## config.mk

```make
export PLATFORM = sky130hd
export DESIGN_NAME = vblank_gen
export DESIGN_NICKNAME = d
export VERILOG_FILES = /design/src/rtl/vbg_pkg.sv /design/src/rtl/vbg_end_match.sv /design/src/rtl/vbg_pulse_reg.sv /design/src/rtl/vbg_ramp_window.sv /design/src/rtl/vblank_gen.sv
export SDC_FILE = /design/constraint.sdc
export NUM_CORES = 1
export LEC_CHECK = 0
export BUFFER_PORTS_ARGS = -buffer_cell sky130_fd_sc_hd__buf_2
export CELL_PAD_IN_SITES_DETAIL_PLACEMENT = 0
export CELL_PAD_IN_SITES_GLOBAL_PLACEMENT = 1
export CORE_AREA = 2 2 39 41
export CTS_CLUSTER_SIZE = 28
export DETAILED_ROUTE_END_ITERATION = 10
export DIE_AREA = 0 0 41 43
export PLACE_DENSITY_LB_ADDON = 0.08
export REMOVE_ABC_BUFFERS = 1
export SLEW_MARGIN = 20
export SYNTH_ARGS = -nofsm -noshare
export SYNTH_HDL_FRONTEND = slang
export SYNTH_SLANG_ARGS = --single-unit
```

## constraint.sdc

```tcl
create_clock -name clk_i -period 2.15 [get_ports clk_i]
set_input_delay 0.1075 -clock clk_i [delete_from_list [all_inputs] [get_ports clk_i]]
set_output_delay 0.1075 -clock clk_i [all_outputs]
set_load 0.1 [all_outputs]
```

## src/rtl/vbg_pkg.sv

```systemverilog
package vbg_pkg;
  typedef enum logic [1:0] {
    WIN_SEARCH   = 2'b00,
    WIN_NARROW   = 2'b01,
    WIN_STANDARD = 2'b10,
    WIN_RSVD     = 2'b11
  } win_mode_e;

  // locked divider modes take the equalizing strobe as flutter start
  function automatic logic equ_honoured(input win_mode_e m);
    return (m == WIN_NARROW) || (m == WIN_STANDARD);
  endfunction
endpackage

```

## src/rtl/vbg_end_match.sv

```systemverilog
module vbg_end_match #(
  parameter int CNT_W  = 10,
  parameter int END_50 = 8,
  parameter int END_60 = 10
) (
  input  logic [CNT_W-1:0] cnt_i,
  input  logic             field_60_i,
  output logic             hit_o
);
  localparam logic [CNT_W-1:0] E50 = CNT_W'(END_50);
  localparam logic [CNT_W-1:0] E60 = CNT_W'(END_60);

  generate
    if (END_50 == END_60) begin : g_same
      assign hit_o = (cnt_i == E50);
    end else begin : g_rate
      assign hit_o = field_60_i ? (cnt_i == E60) : (cnt_i == E50);
    end
  endgenerate
endmodule

```

## src/rtl/vbg_pulse_reg.sv

```systemverilog
module vbg_pulse_reg #(
  parameter bit SET_WINS = 1'b1
) (
  input  logic clk_i,
  input  logic rst_ni,
  input  logic set_i,
  input  logic clr_i,
  output logic q_o,
  output logic next_o
);
  generate
    if (SET_WINS) begin : g_set_pri
      assign next_o = set_i | (q_o & ~clr_i);
    end else begin : g_clr_pri
      assign next_o = ~clr_i & (set_i | q_o);
    end
  endgenerate

  always_ff @(posedge clk_i or negedge rst_ni) begin
    if (!rst_ni) q_o <= 1'b0;
    else         q_o <= next_o;
  end
endmodule

```

## src/rtl/vbg_ramp_window.sv

```systemverilog
module vbg_ramp_window #(
  parameter int CNT_W      = 10,
  parameter int CHARGE_LEN = 26
) (
  input  logic             clk_i,
  input  logic             rst_ni,
  input  logic [CNT_W-1:0] cnt_i,
  input  logic             vdiv_rst_i,
  input  logic             seen_next_i,
  output logic             charge_o,
  output logic             discharge_o
);
  logic hit, charge_next;

  vbg_end_match #(.CNT_W(CNT_W), .END_50(CHARGE_LEN), .END_60(CHARGE_LEN)) u_len (
    .cnt_i(cnt_i), .field_60_i(1'b0), .hit_o(hit)
  );

  vbg_pulse_reg #(.SET_WINS(1'b1)) u_charge (
    .clk_i(clk_i), .rst_ni(rst_ni), .set_i(vdiv_rst_i), .clr_i(hit),
    .q_o(charge_o), .next_o(charge_next)
  );

  always_ff @(posedge clk_i or negedge rst_ni) begin
    if (!rst_ni) discharge_o <= 1'b0;
    else         discharge_o <= seen_next_i & ~charge_next;
  end
endmodule

```

## src/rtl/vblank_gen.sv

```systemverilog
module vblank_gen
  import vbg_pkg::*;
#(
  parameter int CNT_W      = 10,
  parameter int ATF_END_50 = 8,
  parameter int ATF_END_60 = 10,
  parameter int BLK_END_50 = 44,
  parameter int BLK_END_60 = 34,
  parameter int CHARGE_LEN = 26
) (
  input  logic             clk_i,
  input  logic             rst_ni,
  input  logic [CNT_W-1:0] vdiv_cnt_i,
  input  logic             vdiv_rst_i,
  input  logic [1:0]       win_mode_i,
  input  logic             field_60_i,
  input  logic             equ_start_i,
  input  logic             guard_fault_i,
  output logic             atf_o,
  output logic             vblank_o,
  output logic             comp_blank_o,
  output logic             saw_charge_o,
  output logic             saw_discharge_o,
  output logic             slice_inh_o
);
  win_mode_e mode;
  logic      locked, seen_q, seen_next, equ_ok;
  logic      atf_set, atf_hit, atf_next, blk_hit, vb_next;

  assign mode      = win_mode_e'(win_mode_i);
  assign locked    = equ_honoured(mode);
  assign seen_next = seen_q | vdiv_rst_i;
  assign equ_ok    = equ_start_i & seen_q & locked;
  assign atf_set   = equ_ok | (vdiv_rst_i & ~locked);

  always_ff @(posedge clk_i or negedge rst_ni) begin
    if (!rst_ni) seen_q <= 1'b0;
    else         seen_q <= seen_next;
  end

  vbg_end_match #(.CNT_W(CNT_W), .END_50(ATF_END_50), .END_60(ATF_END_60)) u_atf_end (
    .cnt_i(vdiv_cnt_i), .field_60_i(field_60_i), .hit_o(atf_hit)
  );

  vbg_end_match #(.CNT_W(CNT_W), .END_50(BLK_END_50), .END_60(BLK_END_60)) u_blk_end (
    .cnt_i(vdiv_cnt_i), .field_60_i(field_60_i), .hit_o(blk_hit)
  );

  vbg_pulse_reg #(.SET_WINS(1'b1)) u_atf (
    .clk_i(clk_i), .rst_ni(rst_ni), .set_i(atf_set), .clr_i(atf_hit),
    .q_o(atf_o), .next_o(atf_next)
  );

  vbg_pulse_reg #(.SET_WINS(1'b1)) u_vblank (
    .clk_i(clk_i), .rst_ni(rst_ni), .set_i(vdiv_rst_i), .clr_i(blk_hit),
    .q_o(vblank_o), .next_o(vb_next)
  );

  vbg_ramp_window #(.CNT_W(CNT_W), .CHARGE_LEN(CHARGE_LEN)) u_ramp (
    .clk_i(clk_i), .rst_ni(rst_ni), .cnt_i(vdiv_cnt_i), .vdiv_rst_i(vdiv_rst_i),
    .seen_next_i(seen_next), .charge_o(saw_charge_o), .discharge_o(saw_discharge_o)
  );

  // divider reset closes the inhibit even when it coincides with a start
  always_ff @(posedge clk_i or negedge rst_ni) begin
    if (!rst_ni)         slice_inh_o <= 1'b0;
    else if (vdiv_rst_i) slice_inh_o <= 1'b0;
    else if (equ_ok)     slice_inh_o <= 1'b1;
  end

  always_ff @(posedge clk_i or negedge rst_ni) begin
    if (!rst_ni) comp_blank_o <= 1'b0;
    else         comp_blank_o <= atf_next | vb_next | guard_fault_i;
  end
endmodule

```

==> results of run 1 <==
-- registers in the layout (all words and copies together) (netlist names) --
name,count
comp_blank_o,1
seen_q,1
slice_inh_o,1
u_atf.q_o,1
u_ramp.discharge_o,1
u_ramp.u_charge.q_o,1
u_vblank.q_o,1
-- timing repair --
item / CTS / global route
buffers inserted: 0 / 0
hold buffers: 1 / 0
endpoints found under the hold margin: 7 / 0
-- per-layer routing --
metal  up-vias  global-route usage, %
met2        15                   17.5
met4         0                   8.00
met1       161                   13.3
li1        170                      -
met3         2                   6.28
met5         -                      0
-- cell type report --
type                       instances  area, µm²
fill                             155        861
sequential                         7        175
multi-input combinational         22        165
timing repair buffer              24        125
clock buffer                       4       26.3
tap                               16       20.0
inverter                           3       11.3
-- placed cells by master, fill, tap and decap left out, types with 2 or more instances in the layout --
master,n
buf_2,23
clkbuf_4,3
dfrtp_1,7
inv_1,3
nand2_1,2
nand4_1,2
nor2_1,4
nor3b_1,2
xor2_1,2
-- logic make-up (layout without fill, tap and decap cells) --
| logic type | count (synthesis) | after routing |
|---|---|---|
| compound gates | 5 | 5 |
| xor+xnor | 2 | 2 |
| buf+inv | 3 | 31 |
| flops | 7 | 7 |
| simple gates | 15 | 15 |
-- stage by stage --
stage	hold WS (ps)	util (%)	instance area, µm²
2_1_floorplan	-188	-	352
3_3_place_gp	-52.1	35.2	487
3_5_place_dp	-49.1	35.2	487
4_1_cts	31.2	37.8	523
5_1_grt	43.8	37.8	523
6_report	35.7	37.8	523
-- synth_stat cells --
| library cell | instances |
|---|---|
| inv_1 | 3 |
| nor2_1 | 4 |
| xor2_1 | 2 |
| nor3b_1 | 2 |
| and3b_1 | 1 |
| nand4_1 | 2 |
| and3_1 | 1 |
| nor4_4 | 1 |
| a21oi_1 | 1 |
| o21ai_0 | 1 |
| o211ai_2 | 1 |
| nand4b_1 | 1 |
| a21o_1 | 1 |
| nor2b_1 | 1 |
| nand2_1 | 2 |
| o41ai_2 | 1 |
| dfrtp_1 | 7 |
-- report_power, final --
part	leakage [nW]	switching, mW	internal [mW]	total, mW
sequential	0.0709	0.000678	0.134	0.134
combinational	0.167	0.0331	0.0206	0.0538
clock	0.0150	0.0476	0.0707	0.118
-- final timing paths --
kind	from	end	cells past startpoint
setup / recovery	u_vblank.q_o$_DFF_PN0_	vblank_o	1
hold / removal	vdiv_rst_i	slice_inh_o$_DFFE_PN0P_	2
setup reg to reg	seen_q$_DFF_PN0_	comp_blank_o$_DFF_PN0_	3
hold reg to reg	seen_q$_DFF_PN0_	seen_q$_DFF_PN0_	2
max in group asynchronous	rst_ni	u_ramp.u_charge.q_o$_DFF_PN0_	2
min in group asynchronous	rst_ni	comp_blank_o$_DFF_PN0_	2
==> reports/qor.txt, run 1 <==
startpoint types -> register
DP HPWL -> 763 µm
Site Rows -> 14
layout cells sized above 1 -> 48.3%
cells after synthesis -> 32
Synth Area in Compound Gates -> 13.2%
core area -> 1380 µm²
R2R Setup Slk -> 1260 ps
Max-Cap Viols -> 0
width of the die -> 41 µm
Final Hold Vio Count -> 0
max incr delay on CP -> 430 ps
Final period util -> 53.3%
worst path arrival time -> 1040 ps
post-layout min period -> 1150 ps
DR DRC count -> 0
Hold Path Class -> in -> reg
RD Place Congestion -> 0.627
Clk Latency, worst-skew pair -> 250 ps
relative slew slack -> 67.9%
mux contribution to synthesized area -> 0%
Lkg Pwr -> 0.253 nW
Buf+Inv Stages, Crit Path -> 1
Place WS -> 943 ps
Met3 Routed Length -> 72 µm
post-synthesis xor/xnor area fraction -> 4.98%
Mapped Area -> 352 µm²
crit path kind -> reg -> out
Pins Over Slew Limit -> 0
Yosys reg bits -> 7
Worst Setup End Kind -> output port
skew final -> 10.1 ps
die footprint -> 1760 µm²
Critical Path RT -> 2040 ps
largest family of logic cells by synthesized area -> simple AND/OR/NAND/NOR gates
CP top delay family -> buffers and inverters
Fin Setup TNS -> 0 ps
H-tree depth -> 1
Clock Sinks -> 7
antenna-violating nets left -> 0
worst-case clock buffer depth -> 2
Slowest cell on crit path -> buf_2
register area share after synthesis -> 49.8%
DRT met1 WL -> 366 µm
Power Density -> 586 nW/µm²
CTS Root Cell -> clkbuf_4
total clock buffers created by CTS -> 3
DR pass1 iterations -> 2
post-synth cell types -> 17
DR WL met2 -> 441 µm
Power, Total -> 0.306 mW
largest net degree at the start of global routing -> 8
vias in the first global route -> 359
CP max FO -> 2
grt total ovfl -> 0
antenna violations before repair -> 0
DR top layer -> met4
CTS tree -> yes
final worst-path setup slack -> 1000 ps
# IOs -> 24
ANT cells -> 0
Nets -> 79
Post-Route WL -> 887 µm
largest cells by area after synthesis -> dfrtp_1 (50%), nor4_4 (6.0%), xor2_1 (5.0%)
via count -> 348
non-filler cells, final -> 76
Worst-Margin Slew -> 485 ps
area delta synth->final -> 48.8%
IO Port Bufs -> 23
RSZ-0062 raised after global routing -> no
Syn. warnings -> 0
first-pass GRT wire length -> 1360 µm
adder-cell area share of the yosys netlist -> 0%
total track usage -> 12.2%
clock slew seen by the registers of the worst setup and hold paths -> 60 ps
simple-gate share of the synthesized area -> 28.8%
Die Ht -> 43 µm
vias per cell -> 4.58
fmax -> 873 MHz
Synth area leader -> dfrtp_1
worst vdd ir -> 0.272 mV
Resized cells post-CTS -> 0
Cell Count Post-Placement -> 71
Starting Density -> 25.4%
status -> complete, no violations
Synth top area share -> 49.8%
syn avg cell area -> 11.0 µm²
final setup vio count -> 0
DRT iter0 DRCs -> 6
DR WL/cell -> 11.7 µm
cell breakdown of the critical path -> buf_2
(Power assumes the default switching activity.)
==> inputs of run 2 (changes only) <==
--- a/config.mk
+++ b/config.mk
@@ -8,10 +8,9 @@
 export BUFFER_PORTS_ARGS = -buffer_cell sky130_fd_sc_hd__buf_2
 export CELL_PAD_IN_SITES_DETAIL_PLACEMENT = 0
 export CELL_PAD_IN_SITES_GLOBAL_PLACEMENT = 1
-export CORE_AREA = 2 2 39 41
+export CORE_UTILIZATION = 24
 export CTS_CLUSTER_SIZE = 28
 export DETAILED_ROUTE_END_ITERATION = 10
-export DIE_AREA = 0 0 41 43
 export PLACE_DENSITY_LB_ADDON = 0.08
 export REMOVE_ABC_BUFFERS = 1
 export SLEW_MARGIN = 20
==> constraint.sdc (replaced) <==
create_clock -name clk_i -period 0.9 [get_ports clk_i]
set_input_delay 0.045 -clock clk_i [delete_from_list [all_inputs] [get_ports clk_i]]
set_output_delay 0.045 -clock clk_i [all_outputs]
set_load 0.1 [all_outputs]
==> run 2 against run 1 <==
Net effect:
- register-to-register slack got worse by 1200 ps
- clock-buffer cell count unchanged
- via count increased by 1.1%
- cell count increased by 2.6%
- setup slack got worse by 990 ps
- largest cell class is now buffers
==> reports/qor.txt, run 2 (synthesis results as in run 1) <==
status -> complete, no violations
width of the die -> 40.3 µm (-1.8%)
Slowest cell on crit path -> dfrtp_1
multi-input logic area -> 174 µm² (+5.3%)
Area after DPL -> 591 µm² (+21%)
CTS tree -> yes
worst path arrival time -> 840 ps (-200 ps)
CTS Root Cell -> clkbuf_4
Die Ht -> 40.3 µm (-6.3%)
total clock buffers created by CTS -> 3 (unchanged)
hold_ws -> 23.0 ps (-12.7 ps)
first-pass GRT wire length -> 1260 µm (-7.1%)
commonest non-fill, non-tap cells in the layout -> buf_2 (15), dfrtp_1 (7), buf_12 (6), nor2_1 (4)
FF/Latch Area -> 175 µm² (unchanged)
final worst-path setup slack -> 11.9 ps (-993 ps)
post-layout min period -> 888 ps
cell breakdown of the critical path -> buf_12
RSZ-0062 raised after global routing -> yes
relative slew slack -> 79.8% (+12 points)
clock slew seen by the registers of the worst setup and hold paths -> 50 ps (about the same)
via count -> 352 (+1.1%)
Final Hold Vio Count -> 0 (unchanged)
grt total ovfl -> 0 (unchanged)
final setup vio count -> 0 (unchanged)
Nets -> 82 (+3.8%)
layout cells sized above 1 -> 52.4% (+4.0 points)
Power, Total -> 0.767 mW (+150%)
DR pass1 iterations -> 2 (unchanged)
worst vdd ir -> 0.688 mV (+150%)
Hold Path Class -> in -> reg
Post-Route WL -> 926 µm (+4.4%)
Pins Over Slew Limit -> 0 (unchanged)
DR WL/cell -> 11.9 µm (+1.7%)
max incr delay on CP -> 410 ps (-20 ps)
crit path kind -> reg -> out
post-CTS setup repair buffer count -> 0 (unchanged)
Worst-Margin Slew -> 302 ps (-182 ps)
core area -> 1330 µm² (-3.6%)
Power Density -> 1160 nW/µm² (+98%)
CP max FO -> 2 (unchanged)
antenna-violating nets left -> 0 (unchanged)
ANT cells -> 0 (unchanged)
commonest non-fill, non-tap cell in the layout -> buf_2
Fillers -> 129 (-17%)
vias in the first global route -> 316 (-12%)
DP HPWL -> 762 µm (-0.12%)
vias per cell -> 4.51 (-1.4%)
total track usage -> 12.2% (about the same)
Final period util -> 98.7%
startpoint types -> register
CP top delay family -> flip-flops
Finished Cell Area -> 662 µm² (+27%)
Site Rows -> 13 (-1)
DRT iter0 DRCs -> 6 (unchanged)
IO Port Bufs -> 23 (unchanged)
Critical Path RT -> 850 ps (-1190 ps)
H-tree depth -> 1 (unchanged)
Clock Sinks -> 7 (unchanged)
DR DRC count -> 0 (unchanged)
worst-case clock buffer depth -> 2 (unchanged)
Buf+Inv Stages, Crit Path -> 1 (unchanged)
Place WS -> -260 ps (-1200 ps)
fmax -> 1130 MHz
# IOs -> 24 (unchanged)
skew final -> 1.42 ps (-8.63 ps)
Lkg Pwr -> 0.312 nW (+23%)
Max-Cap Viols -> 0 (unchanged)
Clk Latency, worst-skew pair -> 240 ps (about the same)
Starting Density -> 26.4% (+0.95 points)
antenna violations before repair -> 0 (unchanged)
RD Place Congestion -> 0.680 (+8.5%)
Worst Setup End Kind -> output port
area delta synth->final -> 88.3%
die footprint -> 1620 µm² (-8.0%)
largest net degree at the start of global routing -> 8 (unchanged)
run 2: worst paths after layout:
check	from	to	slack (ps)	depth (start not counted)
setup / recovery	u_atf.q_o$_DFF_PN0_	atf_o	10	1
hold / removal	guard_fault_i	comp_blank_o$_DFF_PN0_	20	3
setup reg to reg	seen_q$_DFF_PN0_	comp_blank_o$_DFF_PN0_	20	3
hold reg to reg	seen_q$_DFF_PN0_	seen_q$_DFF_PN0_	500	2
max in group asynchronous	rst_ni	slice_inh_o$_DFFE_PN0P_	570	2
min in group asynchronous	rst_ni	u_vblank.q_o$_DFF_PN0_	170	2
run 2: per-stage QoR:
step           setup TNS (ps)  instances  util, %
3_5_place_dp             -826         72     44.3
4_1_cts                     0         78     48.9
3_3_place_gp             -717         72     44.3
5_1_grt                 -86.6         78     49.6
2_1_floorplan           -2280         32        -
6_report                    0         78     49.6
run 2: layout make-up:
type | count | share of cell area [%]
inverters | 3 | 1.70
clock buffers | 4 | 3.97
flip-flops and latches | 7 | 26.5
repair buffers | 27 | 38.8
well taps | 15 | 2.84
multi-input cells | 22 | 26.3
run 2: power by group:
part | internal [mW] | switching, mW
combinational | 0.0815 | 0.0846
clock | 0.169 | 0.108
sequential | 0.319 | 0.00466
run 2: per-layer routing:
layer | vias up | routed length (µm) | track usage, %
li1 | 176 | - | -
met1 | 159 | 344 | 12.7
met2 | 17 | 498 | 22.6
met3 | 0 | 83 | 5.00
met4 | 0 | 0 | 2.50
met5 | - | 0 | 0
run 2: timing repair:
| action | CTS | global route |
|---|---|---|
| gates resized for setup | 4 | 2 |
| hold buffers | 2 | 0 |
| endpoints found under the hold margin | 8 | 0 |
| endpoints found under the setup margin | 2 | 6 |
| gates cloned | 0 | 0 |
==> inputs of run 3 (changes only) <==
--- a/config.mk
+++ b/config.mk
@@ -11,6 +11,7 @@
 export CORE_UTILIZATION = 24
 export CTS_CLUSTER_SIZE = 28
 export DETAILED_ROUTE_END_ITERATION = 10
+export HOLD_SLACK_MARGIN = 0.1
 export PLACE_DENSITY_LB_ADDON = 0.08
 export REMOVE_ABC_BUFFERS = 1
 export SLEW_MARGIN = 20
==> run 3 against run 2 <==
Net effect:
- largest cell class unchanged
- highest routed layer unchanged
- combinational power barely moved
- fmax barely moved
- largest power group unchanged
- utilization rose by 0.75 points
- critical endpoint is now vblank_o
- critical path type unchanged
==> reports/qor.txt, run 3 (synthesis results as in run 1) <==
status -> complete, no violations
Site Rows -> 13 (unchanged)
CTS tree -> yes
Slowest cell on crit path -> dfrtp_1
Lkg Pwr -> 0.316 nW (+1.3%)
# IOs -> 24 (unchanged)
worst path arrival time -> 840 ps (about the same)
Final period util -> 98.7% (about the same)
hold buffers post-CTS -> 3 (+1)
RSZ-0062 raised after global routing -> yes
Clock Sinks -> 7 (unchanged)
Crit. Startpoint -> u_vblank.q_o$_DFF_PN0_
first-pass GRT wire length -> 1280 µm (+1.1%)
WP depth -> 1 (unchanged)
CP Capture Point -> vblank_o
startpoint types -> register
vias per cell -> 4.49 (-0.42%)
Worst Setup End Kind -> output port
antenna-violating nets left -> 0 (unchanged)
total clock buffers created by CTS -> 3 (unchanged)
Starting Density -> 26.4% (unchanged)
reg2reg end -> comp_blank_o$_DFF_PN0_
final setup vio count -> 0 (unchanged)
Nets -> 83 (+1.2%)
vias in the first global route -> 319 (+0.95%)
CTS Root Cell -> clkbuf_4
antenna violations before repair -> 0 (unchanged)
CP max FO -> 2 (unchanged)
area delta synth->final -> 91.1%
Register-to-Register Path Depth -> 3 (unchanged)
RD Place Congestion -> 0.680 (unchanged)
DR DRC count -> 0 (unchanged)
Max-Cap Viols -> 0 (unchanged)
Util after Layout -> 50.4% (+0.75 points)
Fillers -> 129 (unchanged)
cell breakdown of the critical path -> buf_12
Buf+Inv Stages, Crit Path -> 1 (unchanged)
H-tree depth -> 1 (unchanged)
Area after DPL -> 591 µm² (unchanged)
Pins Over Slew Limit -> 0 (unchanged)
clock slew seen by the registers of the worst setup and hold paths -> 50 ps (about the same)
max incr delay on CP -> 410 ps (about the same)
post-layout min period -> 889 ps (+0.504 ps)
DP HPWL -> 762 µm (unchanged)
Power Density -> 1150 nW/µm² (-0.94%)
R2R Setup Slk -> 20 ps (about the same)
hold_ws -> 74.5 ps (+51.5 ps)
via count -> 355 (+0.85%)
width of the die -> 40.3 µm (unchanged)
commonest non-fill, non-tap cells in the layout -> buf_2 (15), dfrtp_1 (7), buf_12 (6), nor2_1 (4)
commonest non-fill, non-tap cell in the layout -> buf_2
total track usage -> 12.3% (+0.12 points)
fmax -> 1130 MHz (about the same)
Power, Total -> 0.771 mW (+0.56%)
skew final -> 2.12 ps (+0.691 ps)
DR WL/cell -> 11.8 µm (-0.95%)
Critical Path RT -> 850 ps (about the same)
DR pass1 iterations -> 2 (unchanged)
reg-to-reg startpoint -> seen_q$_DFF_PN0_
core area -> 1330 µm² (unchanged)
die footprint -> 1620 µm² (unchanged)
relative slew slack -> 79.8% (unchanged)
IO Port Bufs -> 23 (unchanged)
crit path kind -> reg -> out
layout cells sized above 1 -> 51.6% (-0.82 points)
Worst-Margin Slew -> 302 ps (unchanged)
post-CTS setup repair buffer count -> 0 (unchanged)
Hold Path Class -> in -> reg
DRT iter0 DRCs -> 6 (unchanged)
Final Hold Vio Count -> 0 (unchanged)
Die Ht -> 40.3 µm (unchanged)
worst vdd ir -> 0.688 mV (about the same)
Finished Cell Area -> 672 µm² (+1.5%)
Clk Latency, worst-skew pair -> 250 ps (about the same)
CP top delay family -> flip-flops
worst-case clock buffer depth -> 2 (unchanged)
Post-Route WL -> 929 µm (+0.32%)
grt total ovfl -> 0 (unchanged)
largest net degree at the start of global routing -> 8 (unchanged)
ANT cells -> 0 (unchanged)
run 3: cell count changes in the layout (fill, tap and decap cells not counted):
cell,delta
dlygate4sd3_1,+1
run 3: where the power goes:
part / switching (mW) / internal (mW)
combinational: 0.0851 / 0.0843
clock: 0.109 / 0.169
sequential: 0.00466 / 0.319
run 3: layer usage:
| metal | GRT usage [%] | part of all wire (%) | vias up |
|---|---|---|---|
| met4 | 2.50 | 0 | 0 |
| met5 | 0 | 0 | - |
| met2 | 22.6 | 54 | 17 |
| met1 | 13.1 | 37 | 161 |
| met3 | 5.00 | 8.9 | 0 |
| li1 | - | - | 177 |
run 3: area by class of cell:
cell class / count / area, µm² / area share [%]
clock buffers: 4 / 26.3 / 3.91
flip-flops and latches: 7 / 175 / 26.1
repair buffers: 28 / 267 / 39.7
inverters: 3 / 11.3 / 1.68
multi-input cells: 22 / 174 / 25.9
well taps: 15 / 18.8 / 2.79
run 3: repair_timing:
action                                  in CTS  in global routing
cloned                                       0                  0
endpoints found under the setup margin       2                  6
endpoints found under the hold margin       13                  1
resized for setup                            4                  2
run 3: worst min-delay path by stage:
stage,from,end,slack (ps),cells after the start
after global placement,rst_ni,comp_blank_o$_DFF_PN0_,-120,1
after floorplan,rst_ni,comp_blank_o$_DFF_PN0_,-250,0
after detailed placement,rst_ni,u_vblank.q_o$_DFF_PN0_,-110,1
after CTS,vdiv_cnt_i[4],u_vblank.q_o$_DFF_PN0_,70,3
final,vdiv_cnt_i[4],u_vblank.q_o$_DFF_PN0_,70,3
after global routing,vdiv_cnt_i[0],u_vblank.q_o$_DFF_PN0_,100,3
run 3: stage by stage:
step                      instances  setup TNS, ps  setup WS (ps)
final                            79              0           11.4
after global routing             79          -86.6          -44.6
after CTS                        79              0           1.14
after detailed placement         72           -826           -260
after global placement           72           -717           -221
after floorplan                  32          -2280           -412
